<file path="config.mk">
export PLATFORM = sky130hd
export DESIGN_NAME = mem_frame_scrubber
export DESIGN_NICKNAME = d
export VERILOG_FILES = /design/src/rtl/scrub_pkg.sv /design/src/rtl/scrub_check_gen.sv /design/src/rtl/scrub_syndrome_dec.sv /design/src/rtl/scrub_tick_div.sv /design/src/rtl/mem_frame_scrubber.sv
export SDC_FILE = /design/constraint.sdc
export NUM_CORES = 1
export LEC_CHECK = 0
export ABC_AREA = 1
export BUFFER_PORTS_ARGS = -buffer_cell sky130_fd_sc_hd__buf_2
export CAP_MARGIN = 5
export CORE_MARGIN = 2
export CORE_UTILIZATION = 45
export CTS_CLUSTER_SIZE = 40
export DETAILED_ROUTE_END_ITERATION = 10
export SYNTH_ARGS = -nofsm -noshare
export SYNTH_HDL_FRONTEND = slang
export SYNTH_SLANG_ARGS = --single-unit
</file>
<file path="constraint.sdc">
create_clock -name clk -period 8.9 [get_ports clk]
set_input_delay 0 -clock clk [delete_from_list [all_inputs] [get_ports clk]]
set_output_delay 0 -clock clk [all_outputs]
set_load 0.01 [all_outputs]
</file>
<file path="src/rtl/scrub_pkg.sv">
package scrub_pkg;
    typedef enum logic [1:0] {
        KIND_NONE   = 2'd0,
        KIND_SINGLE = 2'd1,
        KIND_ADJ    = 2'd2,
        KIND_MULTI  = 2'd3
    } upset_kind_e;

    typedef enum logic [1:0] {
        PH_LOAD  = 2'd0,
        PH_CHECK = 2'd1,
        PH_FIX   = 2'd2
    } scan_phase_e;
endpackage

</file>
<file path="src/rtl/scrub_check_gen.sv">
module scrub_check_gen #(
    parameter int W  = 16,
    parameter int SW = $clog2(W + 1)
) (
    input  logic [W-1:0]  data_i,
    output logic          par_even_o,
    output logic          par_odd_o,
    output logic [SW-1:0] pos_even_o,
    output logic [SW-1:0] pos_odd_o
);
    // Split parity and position code: even and odd bit lanes are summed apart.
    always_comb begin
        par_even_o = 1'b0;
        par_odd_o  = 1'b0;
        pos_even_o = '0;
        pos_odd_o  = '0;
        for (int i = 0; i < W; i++) begin
            if (data_i[i]) begin
                if ((i % 2) == 0) begin
                    par_even_o = ~par_even_o;
                    pos_even_o = pos_even_o ^ SW'(i + 1);
                end else begin
                    par_odd_o = ~par_odd_o;
                    pos_odd_o = pos_odd_o ^ SW'(i + 1);
                end
            end
        end
    end
endmodule

</file>
<file path="src/rtl/scrub_syndrome_dec.sv">
module scrub_syndrome_dec
    import scrub_pkg::*;
#(
    parameter int W  = 16,
    parameter int SW = $clog2(W + 1),
    parameter int BW = $clog2(W)
) (
    input  logic          s_pe_i,
    input  logic          s_po_i,
    input  logic [SW-1:0] s_se_i,
    input  logic [SW-1:0] s_so_i,
    output upset_kind_e   kind_o,
    output logic [BW-1:0] bit_o,
    output logic [W-1:0]  mask_o
);
    logic          even_ok, odd_ok, neighbours;
    logic [SW-1:0] low_pos;

    always_comb begin
        // A located even bit has an odd position code; a located odd bit an even one.
        even_ok    = (s_se_i != '0) && (s_se_i <= SW'(W)) && s_se_i[0];
        odd_ok     = (s_so_i != '0) && (s_so_i <= SW'(W)) && !s_so_i[0];
        neighbours = (s_so_i == s_se_i + SW'(1)) || (s_se_i == s_so_i + SW'(1));
        low_pos    = (s_se_i < s_so_i) ? s_se_i : s_so_i;
        kind_o     = KIND_NONE;
        bit_o      = '0;
        mask_o     = '0;
        if (!s_pe_i && !s_po_i && (s_se_i == '0) && (s_so_i == '0)) begin
            kind_o = KIND_NONE;
        end else if (s_pe_i && !s_po_i && (s_so_i == '0) && even_ok) begin
            kind_o = KIND_SINGLE;
            bit_o  = BW'(s_se_i - SW'(1));
            mask_o = W'(1) << (s_se_i - SW'(1));
        end else if (s_po_i && !s_pe_i && (s_se_i == '0) && odd_ok) begin
            kind_o = KIND_SINGLE;
            bit_o  = BW'(s_so_i - SW'(1));
            mask_o = W'(1) << (s_so_i - SW'(1));
        end else if (s_pe_i && s_po_i && even_ok && odd_ok && neighbours) begin
            kind_o = KIND_ADJ;
            bit_o  = BW'(low_pos - SW'(1));
            mask_o = (W'(1) << (s_se_i - SW'(1))) | (W'(1) << (s_so_i - SW'(1)));
        end else begin
            kind_o = KIND_MULTI;
        end
    end
endmodule

</file>
<file path="src/rtl/scrub_tick_div.sv">
module scrub_tick_div #(
    parameter int SEL_W = 2
) (
    input  logic             clk,
    input  logic             rst_n,
    input  logic [SEL_W-1:0] div_sel,
    output logic             tick_o
);
    localparam int CW = (1 << SEL_W) - 1;

    logic [CW-1:0] cnt_d, cnt_q, lim;

    always_comb begin
        lim = '0;
        for (int k = 0; k < CW; k++) begin
            if (k < int'(div_sel)) lim[k] = 1'b1;
        end
        // >= lets the counter recover at once when the ratio is lowered
        tick_o = (cnt_q >= lim);
        cnt_d  = tick_o ? '0 : cnt_q + CW'(1);
    end

    always_ff @(posedge clk or negedge rst_n) begin
        if (!rst_n) cnt_q <= '0;
        else        cnt_q <= cnt_d;
    end
endmodule

</file>
<file path="src/rtl/mem_frame_scrubber.sv">
module mem_frame_scrubber
    import scrub_pkg::*;
#(
    parameter int N_FRAMES  = 8,
    parameter int FRAME_W   = 16,
    parameter int DIV_SEL_W = 2,
    localparam int AW   = $clog2(N_FRAMES),
    localparam int BW   = $clog2(FRAME_W),
    localparam int SW   = $clog2(FRAME_W + 1),
    localparam int CK_W = 2 + 2 * SW
) (
    input  logic                 clk,
    input  logic                 rst_n,
    input  logic                 scrub_en,
    input  logic [DIV_SEL_W-1:0] div_sel,
    input  logic                 od_mode,
    output logic [AW-1:0]        frame_addr,
    input  logic [FRAME_W-1:0]   frame_rdata,
    output logic                 frame_we,
    output logic [FRAME_W-1:0]   frame_wdata,
    input  logic [CK_W-1:0]      chk_rdata,
    input  logic                 err_rd,
    output logic                 err_out,
    output logic                 err_oe,
    output logic                 err_valid,
    output logic [AW-1:0]        err_frame,
    output logic [BW-1:0]        err_bit,
    output logic [1:0]           err_kind
);
    typedef struct packed {
        scan_phase_e        ph;
        logic [AW-1:0]      addr;
        logic [FRAME_W-1:0] frame;
        logic [CK_W-1:0]    ck;
        logic [FRAME_W-1:0] fixed;
        logic               ev_v;
        logic [AW-1:0]      ev_frame;
        logic [BW-1:0]      ev_bit;
        upset_kind_e        ev_kind;
    } scan_st_t;

    scan_st_t st_d, st_q;

    logic               tick, log_now, we_now;
    logic [AW-1:0]      next_addr;
    logic               c_pe, c_po;
    logic [SW-1:0]      c_se, c_so;
    upset_kind_e        dec_kind;
    logic [BW-1:0]      dec_bit;
    logic [FRAME_W-1:0] dec_mask;

    scrub_tick_div #(.SEL_W(DIV_SEL_W)) u_div (
        .clk(clk), .rst_n(rst_n), .div_sel(div_sel), .tick_o(tick)
    );

    scrub_check_gen #(.W(FRAME_W), .SW(SW)) u_gen (
        .data_i(st_q.frame), .par_even_o(c_pe), .par_odd_o(c_po),
        .pos_even_o(c_se), .pos_odd_o(c_so)
    );

    // Syndrome = recomputed check word XOR stored check word {Pe, Po, Se, So}
    scrub_syndrome_dec #(.W(FRAME_W), .SW(SW), .BW(BW)) u_dec (
        .s_pe_i(c_pe ^ st_q.ck[CK_W-1]),
        .s_po_i(c_po ^ st_q.ck[CK_W-2]),
        .s_se_i(c_se ^ st_q.ck[2*SW-1:SW]),
        .s_so_i(c_so ^ st_q.ck[SW-1:0]),
        .kind_o(dec_kind), .bit_o(dec_bit), .mask_o(dec_mask)
    );

    always_comb begin
        st_d      = st_q;
        log_now   = 1'b0;
        we_now    = 1'b0;
        next_addr = (st_q.addr == AW'(N_FRAMES - 1)) ? '0 : st_q.addr + AW'(1);
        unique case (st_q.ph)
            PH_LOAD: if (tick) begin
                st_d.frame = frame_rdata;
                st_d.ck    = chk_rdata;
                st_d.ph    = PH_CHECK;
            end
            PH_CHECK: if (tick) begin
                log_now = (dec_kind != KIND_NONE);
                if (scrub_en && (dec_kind == KIND_SINGLE || dec_kind == KIND_ADJ)) begin
                    st_d.fixed = st_q.frame ^ dec_mask;
                    st_d.ph    = PH_FIX;
                end else begin
                    st_d.addr = next_addr;
                    st_d.ph   = PH_LOAD;
                end
            end
            PH_FIX: if (tick) begin
                we_now    = 1'b1;
                st_d.addr = next_addr;
                st_d.ph   = PH_LOAD;
            end
            default: st_d.ph = PH_LOAD;
        endcase
        if (err_rd) st_d.ev_v = 1'b0;
        // a fresh event outranks a read in the same clock
        if (log_now) begin
            st_d.ev_v     = 1'b1;
            st_d.ev_frame = st_q.addr;
            st_d.ev_bit   = dec_bit;
            st_d.ev_kind  = dec_kind;
        end
    end

    always_ff @(posedge clk or negedge rst_n) begin
        if (!rst_n) begin
            st_q <= '{ph: PH_LOAD, ev_kind: KIND_NONE, default: '0};
        end else begin
            st_q <= st_d;
        end
    end

    assign frame_addr  = st_q.addr;
    assign frame_we    = we_now;
    assign frame_wdata = st_q.fixed;
    assign err_valid   = st_q.ev_v;
    assign err_frame   = st_q.ev_frame;
    assign err_bit     = st_q.ev_bit;
    assign err_kind    = st_q.ev_kind;
    assign err_out     = od_mode ? 1'b0 : st_q.ev_v;
    assign err_oe      = od_mode ? st_q.ev_v : 1'b1;

    assert_addr_step_R2: assert property (@(posedge clk) disable iff (!rst_n)
        !$stable(frame_addr) |-> frame_addr ==
            (($past(frame_addr) == AW'(N_FRAMES - 1)) ? AW'(0) : $past(frame_addr) + AW'(1)));

    assert_no_uncorr_write_R7: assert property (@(posedge clk) disable iff (!rst_n)
        (st_q.ph == PH_CHECK && tick && dec_kind == KIND_MULTI) |=> !frame_we);

    assert_fix_weight_R8: assert property (@(posedge clk) disable iff (!rst_n)
        frame_we |-> ($countones(frame_wdata ^ st_q.frame) == 1 ||
                      $countones(frame_wdata ^ st_q.frame) == 2));

    assert_noscrub_quiet_R9: assert property (@(posedge clk) disable iff (!rst_n)
        (!scrub_en && st_q.ph == PH_CHECK && tick) |=> !frame_we);

    assert_hold_until_read_R10: assert property (@(posedge clk) disable iff (!rst_n)
        $fell(err_valid) |-> $past(err_rd));

    assert_event_wins_R11: assert property (@(posedge clk) disable iff (!rst_n)
        log_now |=> err_valid);

    assert_od_low_R12: assert property (@(posedge clk) disable iff (!rst_n)
        od_mode |-> !err_out);
endmodule

</file>
==> out/results.ini <==
[floorplanning]
die_x_um=110
fp.dieH_um=110
rows=38
ioPinCount=67
core-area_mm2=0.0109
die_area_mm2=0.0121
start_util=0.465

[drt]
vias=4862
drc=0
ant_nets=0
via_per_inst=5.11
drt_iter0_drc=260
drt-total-wl_um=13500
drtPass1Iterations=5
wl_per_cell_um=14.2

[global_route]
groute.usage.overall=0.235
overflow=0
grt_pass1_wl_um=21600
antenna_found_initial=0
grt_pass1_vias=4551
grt_max_degree=63

[clock_network]
cts_root_buffer=clkbuf_8
clkSinkCount=62
clockBufferDepth=2
cts_made_buffers=9
post_cts_resize_count=0
cts_setup_buffers=0
cts-htree-levels=3
clock_latency_ns=0.35
cts_tree=yes
hold_buffers=30
clkSlewWorstSetupHoldPaths_ns=0.07

[final_layout]
layout.nets=867
fillCellCount=1119
syn_to_final_growth_pct=13.5
multiInputGateArea_mm2=0.00292
drive_above_1_share=0.173
fin_util=0.528
antennaDiodeCount=0
seqCellArea_mm2=0.00155

[synth]
synth_nets=804
synth-seq-area-share=0.306
ys_ff_latch=62
synth_top_area_cell=dfrtp_1
synth_area_leaders=dfrtp_1 31%, nand2_1 19%, nand3_1 8.7%, ha_1 6.4%, buf_4 4.4%
synth_edf_count=0
synth-main-ff-cell=dfrtp_1
synthesis.area_mm2=0.00506
synthArstFlopShare=1.00
synth_top_area_frac=0.306
synthTopCellsByCount=262 x nand2_1, 88 x nand3_1, 62 x dfrtp_1, 60 x nor2_1, 58 x inv_1
synth.most_common_cell=nand2_1
synthDistinctLibCells=37
yosys_warnings=0
synth_cells=743
syn_area_per_cell_um2=6.82

[timing]
fmaxAchievable_ghz=0.173
min_period_ns=5.79
fin_skew_ns=0.00864
worst_pin_slew_ns=1.19
setup_viol=0
post-route-period-util=0.651
rsz0062_at_grt=false
drv_slew=0
finalHoldViolCount=0
relSlewSlack=0.203
setup_tns_ns=0
whs_ns=0.169

[critical_path]
cp.arrival_ns=6.03
reg2reg_depth=21
crit_start=st_q[51]
critical_path.endpoint_type=flip-flop
rr_startpoint=st_q[51]
worstPathRequired_ns=9.14
crit_path_start_kind=flip-flop
crit_end=frame_wdata[1]
reg2reg_to=frame_wdata[1]
reg2reg_slack_ns=3.11
crit_type=flip-flop to flip-flop
critical_path.max_fanout=21

[place]
io_buffers=66
gp_congestion=0.876
dpl.hpwl_um=10200

[worst_hold_path]
hold_path.class=primary input to flip-flop

[run_status]
outcome=complete, no violations

[run]
maxCapViolations=0

-- metal layers --
layer	GRT usage	share of wire	up-vias
met1	0.317	0.48	2247
met3	0.0341	0.049	17
met5	0	0	-
met4	0.0786	0.017	0
met2	0.387	0.46	142
li1	-	-	2456
-- worst min-delay path by stage --
stage / cells after the start / start / to
final: 6 / scrub_en / frame_addr[2]
after global routing: 5 / scrub_en / frame_addr[2]
after floorplan: 0 / rst_n / err_bit[0]
after CTS: 6 / scrub_en / frame_addr[2]
after detailed placement: 2 / err_rd / err_valid
after global placement: 2 / err_rd / err_valid
-- registers in the layout (all words and copies together) (netlist names) --
name	flops
frame_wdata	16
err_frame	3
err_bit	4
err_valid	1
u_div.cnt_q	3
frame_addr	3
st_q	30
err_kind	2
-- kinds of logic (layout without fill, tap and decap cells) --
group	after synthesis	after routing	synth area share
multiplexers	5	5	0.0111
AO/OA/AOI/OAI	62	62	0.0623
XOR/XNOR	17	17	0.0427
flip-flops	62	62	0.306
AND/OR/NAND/NOR	451	451	0.395
buffers and inverters	120	188	0.118
adder cells (fa/ha/maj)	26	26	0.0642
-- worst max-delay path, cell delays in order (launching register included) --
cell	delay, ns
dfrtp_1	0.43
inv_2	0.12
nand2_1	0.06
nand2_1	0.13
nand2_1	0.09
nand3_1	0.11
nand2_1	0.15
inv_2	0.15
ha_1	0.15
inv_1	0.08
nor3_4	0.24
ha_1	0.18
nand2_1	0.10
nor3_2	0.89
inv_2	0.38
nand3_1	0.20
ha_1	0.15
nand2_1	0.06
nor2_1	0.90
clkinv_1	0.80
nand2_1	0.21
nand2_1	0.07
-- cell usage in the layout, fill, tap and decap left out, drive strengths merged, types with 7 or more instances in the layout --
cell type    synthesis  final
nand2              277    277
xor2                10     10
a21oi               32     32
clkbuf               7     12
xnor2                7      7
o21ai               28     28
nand3               92     92
buf                 38     67
nor3                 9      9
nor2                62     62
dfrtp               62     62
ha                  26     26
dlygate4sd3          0     30
inv                 74     74
-- metrics by stage --
step / setup WS [ns] / cells / cell area, um^2
after floorplan: 5.34 / 743 / 5060
after global placement: 3.51 / 905 / 5270
after detailed placement: 3.18 / 905 / 5270
after CTS: 3.18 / 951 / 5750
after global routing: 2.41 / 951 / 5750
final: 3.11 / 951 / 5750
-- final cells by class --
cell class	instances	share of cell area
clock buffers	12	0.0235
clock inverters	4	0.00827
inverters	75	0.0490
multi-input cells	561	0.508
flip-flops and latches	62	0.270
well taps	140	0.0305
repair buffers	97	0.111
Power is not shown: default switching activity piles up to over one toggle a cycle in this logic, so the estimate is an artifact.
